`src/rtl/acia_pkg.sv`:
```
package acia_pkg;

    typedef enum logic [1:0] {TX_IDLE, TX_START, TX_DATA, TX_STOP} tx_state_e;
    typedef enum logic [1:0] {RX_IDLE, RX_START, RX_DATA, RX_STOP} rx_state_e;

    localparam logic [1:0] REG_DATA = 2'd0;
    localparam logic [1:0] REG_STAT = 2'd1;
    localparam logic [1:0] REG_CMD  = 2'd2;
    localparam logic [1:0] REG_CTL  = 2'd3;

    // rate code to divisor shift; unlisted codes run at the slowest rate
    function automatic logic [1:0] rate_shift(input logic [3:0] code);
        case (code)
            4'hA:    rate_shift = 2'd0;
            4'hC:    rate_shift = 2'd1;
            4'hE:    rate_shift = 2'd2;
            4'hF:    rate_shift = 2'd3;
            default: rate_shift = 2'd0;
        endcase
    endfunction

endpackage

```
`src/rtl/acia_baud.sv`:
```
module acia_baud #(
    parameter int DIV_SLOW = 48
) (
    input  logic       clk,
    input  logic       rst_n,
    input  logic       run,
    input  logic [1:0] shift,
    output logic       tick
);
    localparam int CW = $clog2(DIV_SLOW + 1);

    logic [CW-1:0] cnt_q;
    logic [CW-1:0] lim;

    assign lim  = CW'(DIV_SLOW >> shift);
    assign tick = run && (cnt_q >= lim - 1'b1);

    always_ff @(posedge clk or negedge rst_n) begin
        if (!rst_n)                cnt_q <= '0;
        else if (!run || tick)     cnt_q <= '0;
        else                       cnt_q <= cnt_q + 1'b1;
    end
endmodule

```
`src/rtl/acia_tx.sv`:
```
module acia_tx
    import acia_pkg::*;
(
    input  logic       clk,
    input  logic       rst_n,
    input  logic       clr,
    input  logic       run,
    input  logic       tick,
    input  logic       wr,
    input  logic [7:0] wdata,
    output logic       txd,
    output logic       empty,
    output logic       moved
);
    tx_state_e  state_q, state_d;
    logic [3:0] tcnt;
    logic [2:0] bitn;
    logic [7:0] shreg, hold;
    logic       hold_full;
    logic       load, bit_end;

    assign load    = (state_q == TX_IDLE) && hold_full && run && !clr;
    assign bit_end = tick && (tcnt == 4'd15);

    always_ff @(posedge clk or negedge rst_n) begin
        if (!rst_n) state_q <= TX_IDLE;
        else        state_q <= state_d;
    end

    always_comb begin
        state_d = state_q;
        if (clr || !run) begin
            state_d = TX_IDLE;
        end else begin
            unique case (state_q)
                TX_IDLE:  if (load) state_d = TX_START;
                TX_START: if (bit_end) state_d = TX_DATA;
                TX_DATA:  if (bit_end && bitn == 3'd7) state_d = TX_STOP;
                TX_STOP:  if (bit_end) state_d = TX_IDLE;
            endcase
        end
    end

    always_ff @(posedge clk or negedge rst_n) begin
        if (!rst_n) begin
            tcnt      <= '0;
            bitn      <= '0;
            shreg     <= '0;
            hold      <= '0;
            hold_full <= 1'b0;
        end else if (clr) begin
            tcnt      <= '0;
            bitn      <= '0;
            hold_full <= 1'b0;
        end else begin
            if (load) begin
                shreg     <= hold;
                hold_full <= 1'b0;
                tcnt      <= '0;
                bitn      <= '0;
            end else if (state_q != TX_IDLE && tick) begin
                tcnt <= tcnt + 1'b1;
                if (state_q == TX_DATA && tcnt == 4'd15) begin
                    shreg <= shreg >> 1;
                    bitn  <= bitn + 1'b1;
                end
            end
            if (wr) begin
                hold      <= wdata;
                hold_full <= 1'b1;
            end
        end
    end

    always_comb begin
        unique case (state_q)
            TX_START: txd = 1'b0;
            TX_DATA:  txd = shreg[0];
            TX_IDLE,
            TX_STOP:  txd = 1'b1;
        endcase
        empty = !hold_full;
        moved = load;
    end

    // a stopped port leaves the transmitter idle
    assert_tx_idle_when_off_R9: assert property (@(posedge clk) disable iff (!rst_n)
        (!run) |=> (state_q == TX_IDLE));
endmodule

```
`src/rtl/acia_rx.sv`:
```
module acia_rx
    import acia_pkg::*;
(
    input  logic       clk,
    input  logic       rst_n,
    input  logic       clr,
    input  logic       run,
    input  logic       tick,
    input  logic       rxd,
    output logic       done,
    output logic       ferr,
    output logic [7:0] data
);
    rx_state_e  state_q, state_d;
    logic [1:0] sync_q;
    logic       rxd_s;
    logic [3:0] scnt;
    logic [2:0] bitn;
    logic [7:0] shreg;
    logic       go;

    assign rxd_s = sync_q[1];
    assign go    = run && !clr && tick;

    always_ff @(posedge clk or negedge rst_n) begin
        if (!rst_n) state_q <= RX_IDLE;
        else        state_q <= state_d;
    end

    always_comb begin
        state_d = state_q;
        if (clr || !run) begin
            state_d = RX_IDLE;
        end else if (tick) begin
            unique case (state_q)
                RX_IDLE:  if (!rxd_s) state_d = RX_START;
                RX_START: if (scnt == 4'd7) state_d = rxd_s ? RX_IDLE : RX_DATA;
                RX_DATA:  if (scnt == 4'd15 && bitn == 3'd7) state_d = RX_STOP;
                RX_STOP:  if (scnt == 4'd15) state_d = RX_IDLE;
            endcase
        end
    end

    always_ff @(posedge clk or negedge rst_n) begin
        if (!rst_n) begin
            sync_q <= 2'b11;
            scnt   <= '0;
            bitn   <= '0;
            shreg  <= '0;
            done   <= 1'b0;
            ferr   <= 1'b0;
            data   <= '0;
        end else begin
            sync_q <= {sync_q[0], rxd};
            done   <= 1'b0;
            if (go) begin
                if (state_q == RX_IDLE || (state_q == RX_START && scnt == 4'd7))
                    scnt <= '0;
                else
                    scnt <= scnt + 1'b1;
                if (state_q == RX_START)
                    bitn <= '0;
                if (state_q == RX_DATA && scnt == 4'd15) begin
                    shreg <= {rxd_s, shreg[7:1]};
                    bitn  <= bitn + 1'b1;
                end
                if (state_q == RX_STOP && scnt == 4'd15) begin
                    done <= 1'b1;
                    ferr <= !rxd_s;
                    data <= shreg;
                end
            end
        end
    end

    // a stopped receiver (disabled or carrier lost) returns to idle
    assert_rx_idle_when_off_R11: assert property (@(posedge clk) disable iff (!rst_n)
        (!run) |=> (state_q == RX_IDLE));
endmodule

```
`src/rtl/acia_port.sv`:
```
module acia_port
    import acia_pkg::*;
#(
    parameter int DIV_SLOW = 48
) (
    input  logic       clk,
    input  logic       rst_n,
    input  logic       cs,
    input  logic       rd,
    input  logic       wr,
    input  logic [1:0] addr,
    input  logic [7:0] wdata,
    output logic [7:0] rdata,
    input  logic       rxd_i,
    output logic       txd_o,
    input  logic       dcd_n,
    input  logic       dsr_n,
    output logic       irq_o
);
    logic [7:0] cmd_q, ctl_q, rx_data;
    logic       rx_full, ovr_q, ferr_q, irq_q;
    logic       sreset, wr_data, rd_data, rd_stat;
    logic       tick, tx_run, rx_run;
    logic       tx_empty, tx_moved;
    logic       rx_done, rx_ferr;
    logic [7:0] rx_byte;
    logic       rx_take, irq_set;
    logic [7:0] status;

    assign sreset  = cs && wr && (addr == REG_STAT);
    assign wr_data = cs && wr && (addr == REG_DATA);
    assign rd_data = cs && rd && (addr == REG_DATA);
    assign rd_stat = cs && rd && (addr == REG_STAT);

    assign tx_run  = cmd_q[0] && ctl_q[4];
    assign rx_run  = tx_run && !dcd_n;
    assign rx_take = rx_done && (!rx_full || rd_data);
    assign irq_set = (rx_take && !cmd_q[1]) || (tx_moved && cmd_q[3:2] == 2'b01);

    acia_baud #(.DIV_SLOW(DIV_SLOW)) u_baud (
        .clk(clk), .rst_n(rst_n), .run(ctl_q[4]),
        .shift(rate_shift(ctl_q[3:0])), .tick(tick));

    acia_tx u_tx (
        .clk(clk), .rst_n(rst_n), .clr(sreset), .run(tx_run), .tick(tick),
        .wr(wr_data), .wdata(wdata), .txd(txd_o), .empty(tx_empty), .moved(tx_moved));

    acia_rx u_rx (
        .clk(clk), .rst_n(rst_n), .clr(sreset), .run(rx_run), .tick(tick),
        .rxd(rxd_i), .done(rx_done), .ferr(rx_ferr), .data(rx_byte));

    always_ff @(posedge clk or negedge rst_n) begin
        if (!rst_n) begin
            cmd_q   <= '0;
            ctl_q   <= '0;
            rx_data <= '0;
            rx_full <= 1'b0;
            ovr_q   <= 1'b0;
            ferr_q  <= 1'b0;
            irq_q   <= 1'b0;
        end else if (sreset) begin
            cmd_q   <= '0;
            rx_full <= 1'b0;
            ovr_q   <= 1'b0;
            ferr_q  <= 1'b0;
            irq_q   <= 1'b0;
        end else begin
            if (cs && wr && addr == REG_CMD) cmd_q <= wdata;
            if (cs && wr && addr == REG_CTL) ctl_q <= wdata;
            if (rx_take) begin
                rx_data <= rx_byte;
                rx_full <= 1'b1;
                ferr_q  <= rx_ferr;
                ovr_q   <= 1'b0;
            end else if (rx_done) begin
                ovr_q   <= 1'b1;
            end else if (rd_data) begin
                rx_full <= 1'b0;
                ovr_q   <= 1'b0;
                ferr_q  <= 1'b0;
            end
            if (irq_set)      irq_q <= 1'b1;
            else if (rd_stat) irq_q <= 1'b0;
        end
    end

    always_comb begin
        status = {irq_q, dsr_n, dcd_n, tx_empty, rx_full, ovr_q, ferr_q, 1'b0};
        unique case (addr)
            REG_DATA: rdata = rx_data;
            REG_STAT: rdata = status;
            REG_CMD:  rdata = cmd_q;
            REG_CTL:  rdata = ctl_q;
        endcase
        irq_o = irq_q;
    end

    assert_wr_clears_empty_R3: assert property (@(posedge clk) disable iff (!rst_n)
        wr_data |=> !tx_empty);

    assert_soft_reset_R2: assert property (@(posedge clk) disable iff (!rst_n)
        sreset |=> (tx_empty && !rx_full && !irq_q && cmd_q == 8'h00));

    assert_read_clears_full_R6: assert property (@(posedge clk) disable iff (!rst_n)
        (rd_data && !rx_done && !sreset) |=> !rx_full);

    assert_overrun_keeps_R8: assert property (@(posedge clk) disable iff (!rst_n)
        (rx_done && rx_full && !rd_data && !sreset) |=> (ovr_q && $stable(rx_data)));

    assert_stat_read_clears_irq_R10: assert property (@(posedge clk) disable iff (!rst_n)
        (rd_stat && !irq_set) |=> !irq_o);
endmodule

```
`config.mk`:
```
export PLATFORM = sky130hd
export DESIGN_NAME = acia_port
export DESIGN_NICKNAME = d
export VERILOG_FILES = /design/src/rtl/acia_pkg.sv /design/src/rtl/acia_baud.sv /design/src/rtl/acia_tx.sv /design/src/rtl/acia_rx.sv /design/src/rtl/acia_port.sv
export SDC_FILE = /design/constraint.sdc
export NUM_CORES = 1
export LEC_CHECK = 0
export BUFFER_PORTS_ARGS = -buffer_cell sky130_fd_sc_hd__buf_2
export CORE_ASPECT_RATIO = 1.1
export CORE_MARGIN = 2
export CORE_UTILIZATION = 45
export CTS_CLUSTER_SIZE = 24
export DETAILED_ROUTE_END_ITERATION = 10
export HOLD_SLACK_MARGIN = 0.03
export PLACE_DENSITY_LB_ADDON = 0.25
export SLEW_MARGIN = 30
export SYNTH_ARGS = -nofsm -noshare
export SYNTH_HDL_FRONTEND = slang
export SYNTH_HIERARCHICAL = 1
export SYNTH_SLANG_ARGS = --single-unit
```
`constraint.sdc`:
```
create_clock -name clk -period 7.76 [get_ports clk]
set_clock_uncertainty 0.1 [all_clocks]
set_input_delay 0.776 -clock clk [delete_from_list [all_inputs] [get_ports clk]]
set_output_delay 0.776 -clock clk [all_outputs]
set_load 0.05 [all_outputs]
```
==> After elaboration in Yosys (flattened, before gate mapping) <==
Cells that the tools add are included.
Widths: inputs -> output; s select.
{ "classes": {"n_addsub": 6, "magnitude_cmp": 1, "n_eq_ne": 27, "n_shift": 1, "muxes": 50, "bitwise_logic": 1, "reduce_logical": 69} }
{ "op_table": {"columns": ["op", "count"], "rows": [
  ["$mux 8", 5],
  ["$pmux 8 s4", 1],
  ["$logic_and 1x1->1", 27],
  ["$mux 2", 12],
  ["$eq 4x4->1 const B", 5],
  ["$mux 3", 6],
  ["$ne 3x1->1 const B", 6],
  ["$mux 1", 17],
  ["$mux 4", 4],
  ["$pmux 2 s4", 2],
  ["$reduce_and 2->1", 8],
  ["$reduce_bool 3->1", 5],
  ["$eq 2x2->1 const B", 6],
  ["$reduce_bool 2->1", 6],
  ["$logic_not 1->1", 9],
  ["$add 4x1->4 const B", 2],
  ["$eq 2x1->1 const B", 4],
  ["$add 3x1->3 const B", 2],
  ["$add 6x1->6 const B", 1],
  ["$eq 3x3->1 const B", 2],
  ["$ge 6x6->1", 1],
  ["$logic_not 2->1", 3],
  ["$logic_or 1x1->1", 6],
  ["$mux 6", 1],
  ["13 further kinds", 14]
]} }
{ "word_totals": {"regBits": 89, "inputBits": 18, "elab_cells": 177} }

==> Logic depth before layout (Yosys ltp) <==
{ "logic_depth": {"word_depth": 11, "ltp_mapped": 11, "mapped_depth_nobuf": 11} }

==> Hierarchy <==
Netlist, hierarchy kept.
{ "by_module_without_submodules": {"columns": ["mod", "instances", "cells_each", "area_each_um2", "seq_area_each_um2"], "rows": [
  ["acia_port", 1, 114, 1417.6, 700.7],
  ["acia_rx", 1, 104, 1292.5, 728.2],
  ["acia_tx", 1, 113, 1287.5, 650.6],
  ["acia_baud", 1, 42, 397.9, 150.1]
]} }

==> Worst setup path after synthesis <==
Ideal clock, no wire load.
{ "synth_timing": {"kind": "input to output", "start": "input addr[1]", "end": "output rdata[0]", "t_arrival_ps": 2297, "required_ps": 6884, "slack_ps": 4587, "path_stages": 4, "n_path_buf": 2, "cell_sequence": "buf_4 > buf_2 > mux2i_1 > o21ai_0"} }
{ "synth_between": {"elab_chain_len": 2, "elab_cells_between_ends": 5} }
{ "synth_lines": {"columns": ["item", "line_no", "text"], "rows": [
  ["from (decl)", "acia_port.sv:11", "input logic [1:0] addr,"],
  ["$eq 2x2->1, or another cell as far along", "acia_port.sv:89", "unique case (addr)"],
  ["$pmux 8 s4 (*)", "acia_port.sv:89", null],
  ["to (decl)", "acia_port.sv:13", "output logic [7:0] rdata,"]
]} }
Mark *: on every way between the ends. The rest lies on a longest branch, timed or not.

==> Worst setup path in the final report <==
{ "layout_timing": {"start": "register ctl_q[1]", "end": "register u_rx.shreg[0]"} }
{ "layout_between": {"elab_chain_len": 8, "elab_cells_between_ends": 10} }
{ "layout_lines": {"columns": ["item", "line_no", "text"], "rows": [
  ["from (decl)", "acia_port.sv:20", "logic [7:0] cmd_q, ctl_q, rx_data;"],
  ["from (signal assigned)", "acia_port.sv:69", "if (cs && wr && addr == REG_CTL) ctl_q <= wdata;"],
  ["$eq 4x4->1", "acia_pkg.sv:13", "case (code)"],
  ["$pmux 2 s3 (*)", "acia_pkg.sv:13", null],
  ["$shr 6x2->6 (*)", "acia_baud.sv:15", "assign lim = CW'(DIV_SLOW >> shift);"],
  ["$sub 6x1->6 (*)", "acia_baud.sv:16", "assign tick = run && (cnt_q >= lim - 1'b1);"],
  ["$ge 6x6->1 (*)", "acia_baud.sv:16", null],
  ["$logic_and 1x1->1 (*)", "acia_baud.sv:16", null],
  ["net tick", "acia_port.sv:23", "logic tick, tx_run, rx_run;"],
  ["$logic_and 1x1->1 (*)", "acia_rx.sv:23", "assign go = run && !clr && tick;"],
  ["$reduce_and 2->1 (no source line) (*)", null, null],
  ["to (signal assigned)", "acia_rx.sv:64", "shreg <= {rxd_s, shreg[7:1]};"],
  ["to (decl)", "acia_rx.sv:19", "logic [7:0] shreg;"]
]} }
The timed path passes the listed nets; every way through them passes the cells marked *.
A chain may end at the register's enable or synchronous reset.

==> impl_metrics.yaml <==
timing:
  maxSlewViolCount: 0
  setup_viol: 0
  rsz0062_at_grt: "false"
  tightest_slew_ns: 0.909
  timing.fmax_ghz: 0.286
  hold_violations: 0
  period_needed_ns: 3.49
  fin_crit_sh: 0.450
  final.setup.worst_slack_ns: 4.27
  fin_tns_setup_ns: 0
  maxSlewHeadroom: 0.393
drt:
  wl_per_cell_um: 16.0
  ant_nets: 0
  drtIter0Drc: 110
  drtPass1Iterations: 4
  routed_wl_um: 8270
  vias: 2832
  via_per_inst: 5.48
  drc: 0
global_routing:
  first_global_vias: 2771
  grtUsageTotal: 0.167
  grt_start_max_net_pins: 82
  overflow: 0
  antenna_found_initial: 0
  grt_pass1_wl_um: 13900
clock_network:
  post_cts_buffers: 0
  cts_resized: 0
  clockBufferDepth: 2
  cts.reportedPaths.clkPinSlew_ns: 0.08
  clockRootBuffer: "clkbuf_8"
  hold_buffers: 0
  clkLatencyLatePin_ns: 0.35
  numCtsBuffers: 9
  cts_tree: "built"
  htreeDepth: 3
  clock-sinks: 89
placed_design:
  gp_congestion: 0.821
  portBuffers: 27
  pre_cts_ws_ns: 4.29
  hpwl_um: 5950
critical_path:
  crit_type: "flip-flop to flip-flop"
  r2r_start: "ctl_q[1]"
  cp_max_fo: 8
  cp_cell_sequence: "xnor2_1 > and3_1 > or2_2 > ha_1 > nand2_1 > o21ai_1 > o21a_1 > nand3b_1 > nor3b_4 > mux2_2"
  start_kind: "flip-flop"
  cp_slowest_cell: "nor3b_4"
  crit_path_end_kind: "flip-flop"
  slowest_delay_ns: 0.46
  arrival_ns: 3.63
  required_ns: 7.89
  critPathLaunch: "ctl_q[1]"
cells_and_area:
  fillCellCount: 861
  final_nets: 432
  drive_gt1_frac: 0.253
  antennaDiodeCount: 0
  syn_to_final_growth_pct: 8.28
die:
  io-pin-count: 28
  coreArea_um2: 9440
  fp-row-count: 37
  die_height_um: 108
  die_area_um2: 10600
  start_util: 0.465
  chipWidth_um: 98.2
synthesis:
  syn_area_um2: 4400
  synthFlopType: "dfrtp_1"
  synth_cell_types: 58
  syn_nets: 408
  synth_seq_cells: 89
  synth_edf_count: 0
  yosysSeqAreaShare: 0.507
  netlist_instances: 373
  avgSynthCellArea_um2: 11.8
  ys_async_sr_fraction: 1.00
  ys_warn_count: 6
worst_hold_path:
  hp-class: "primary input to asynchronous set/reset pin"
pwr:
  powerDensity_nw_per_um2: 202
  p_leak_nw: 2.27
  ir_drop_mv: 0.135
run:
  drv_cap: 0
outcome:
  status: "complete, no violations"
metrics by stage:
| stage | cells | power [mW] | hold slack, ns | cell area [um^2] | utilization |
|---|---|---|---|---|---|
| floorplan | 373 | 0.658 | 0.245 | 4400 | - |
| global placement | 503 | 0.699 | 0.247 | 4600 | 0.488 |
| detailed placement | 503 | 0.706 | 0.247 | 4610 | 0.488 |
| CTS | 517 | 0.975 | 0.123 | 4760 | 0.504 |
| global route | 517 | 1.02 | 0.118 | 4760 | 0.504 |
| finish | 517 | 0.962 | 0.138 | 4760 | 0.504 |
logic make-up after synthesis:
kind of cell,count (synthesis),share of synthesized area
compound gates,58,0.0874
xor+xnor,8,0.0159
fa+ha+maj,17,0.0484
buf+inv,32,0.0333
flops,89,0.507
mux,58,0.163
simple gates,111,0.144
state kept, by name, indices dropped and copies added, names as in the netlist:
name	cells
ferr_q	1
rx_full	1
u_baud/cnt_q	6
u_rx/ferr	1
cmd_q	8
u_tx/hold_full	1
u_rx/bitn	3
u_rx/scnt	4
ovr_q	1
u_tx/hold	8
u_rx/done	1
u_rx/shreg	8
u_tx/tcnt	4
u_tx/state_q	2
ctl_q	8
u_rx/data	8
u_rx/state_q	2
rx_data	8
irq_o	1
u_tx/shreg	8
u_tx/bitn	3
u_rx/sync_q	2
final cells by class:
cell class | instances | area [um^2] | area share
inverter | 17 | 63.8 | 0.0134
clock buffer | 11 | 131 | 0.0276
clock inverter | 3 | 20.0 | 0.00421
timing repair buffer | 28 | 149 | 0.0313
tap | 117 | 146 | 0.0308
multi-input combinational | 252 | 2020 | 0.424
sequential | 89 | 2230 | 0.468
synth_stat cells (all sizes together) (7+ instances only):
cell   count  area share
a21oi      9       0.010
buf       12       0.016
dfrtp     87        0.50
ha        17       0.048
inv       17       0.015
mux2      40        0.10
mux2i     11       0.025
mux4       7       0.036
nand2     41       0.035
nand3     11       0.014
nor2       9      0.0077
nor3       7      0.0080
o21ai     25       0.028
worst max-delay path, delay by kind of cell, from the launching register on:
| family | cells | cell delay (ns) |
|---|---|---|
| flops | 1 | 0.42 |
| simple gates | 5 | 1.33 |
| fa+ha+maj | 1 | 0.32 |
| xor+xnor | 1 | 0.13 |
| mux | 1 | 0.39 |
| compound gates | 2 | 0.70 |
layer usage:
layer	global-route usage	share of wire	vias up
met5	0	0	-
met4	0.0607	0.018	0
met3	0.0377	0.036	11
met2	0.262	0.48	47
met1	0.228	0.47	1388
li1	-	-	1386
cells in the final DEF, fill, tap and decap left out, types with 3 or more instances in the layout:
cell / netlist / routed
dfrtp_1: 87 / 87
nand2_1: 41 / 41
mux2_2: 38 / 38
buf_2: 6 / 26
o21ai_0: 23 / 23
inv_1: 17 / 17
ha_1: 17 / 17
mux2i_1: 11 / 11
nand3_1: 10 / 10
nor2_1: 9 / 9
clkbuf_8: 0 / 9
a21oi_1: 9 / 9
mux4_2: 7 / 7
nor3_1: 7 / 7
nand2b_1: 6 / 6
nor2b_1: 5 / 5
xnor2_1: 4 / 4
a32oi_1: 4 / 4
o22ai_1: 4 / 4
xor2_1: 4 / 4
and3_1: 3 / 3
nand4b_1: 3 / 3
or2_2: 3 / 3
nand4_1: 3 / 3
worst paths after layout:
check,endpoint,slack [ns],cells past startpoint
worst max-delay path,u_rx/shreg[0],4.27,10
worst min-delay path,u_tx/hold[7],0.14,1
worst max register to register,u_rx/shreg[0],4.27,10
worst min register to register,u_rx/sync_q[1],0.26,0
max in group asynchronous,u_rx/shreg[5],6.50,2
min in group clk,u_rx/sync_q[1],0.26,0
power by group:
part	internal (mW)	switching, mW	total, mW
clock	0.113	0.154	0.267
combinational	0.0611	0.0841	0.145
sequential	0.514	0.0360	0.550
total	0.688	0.274	0.962
(Power assumes the default switching activity.)
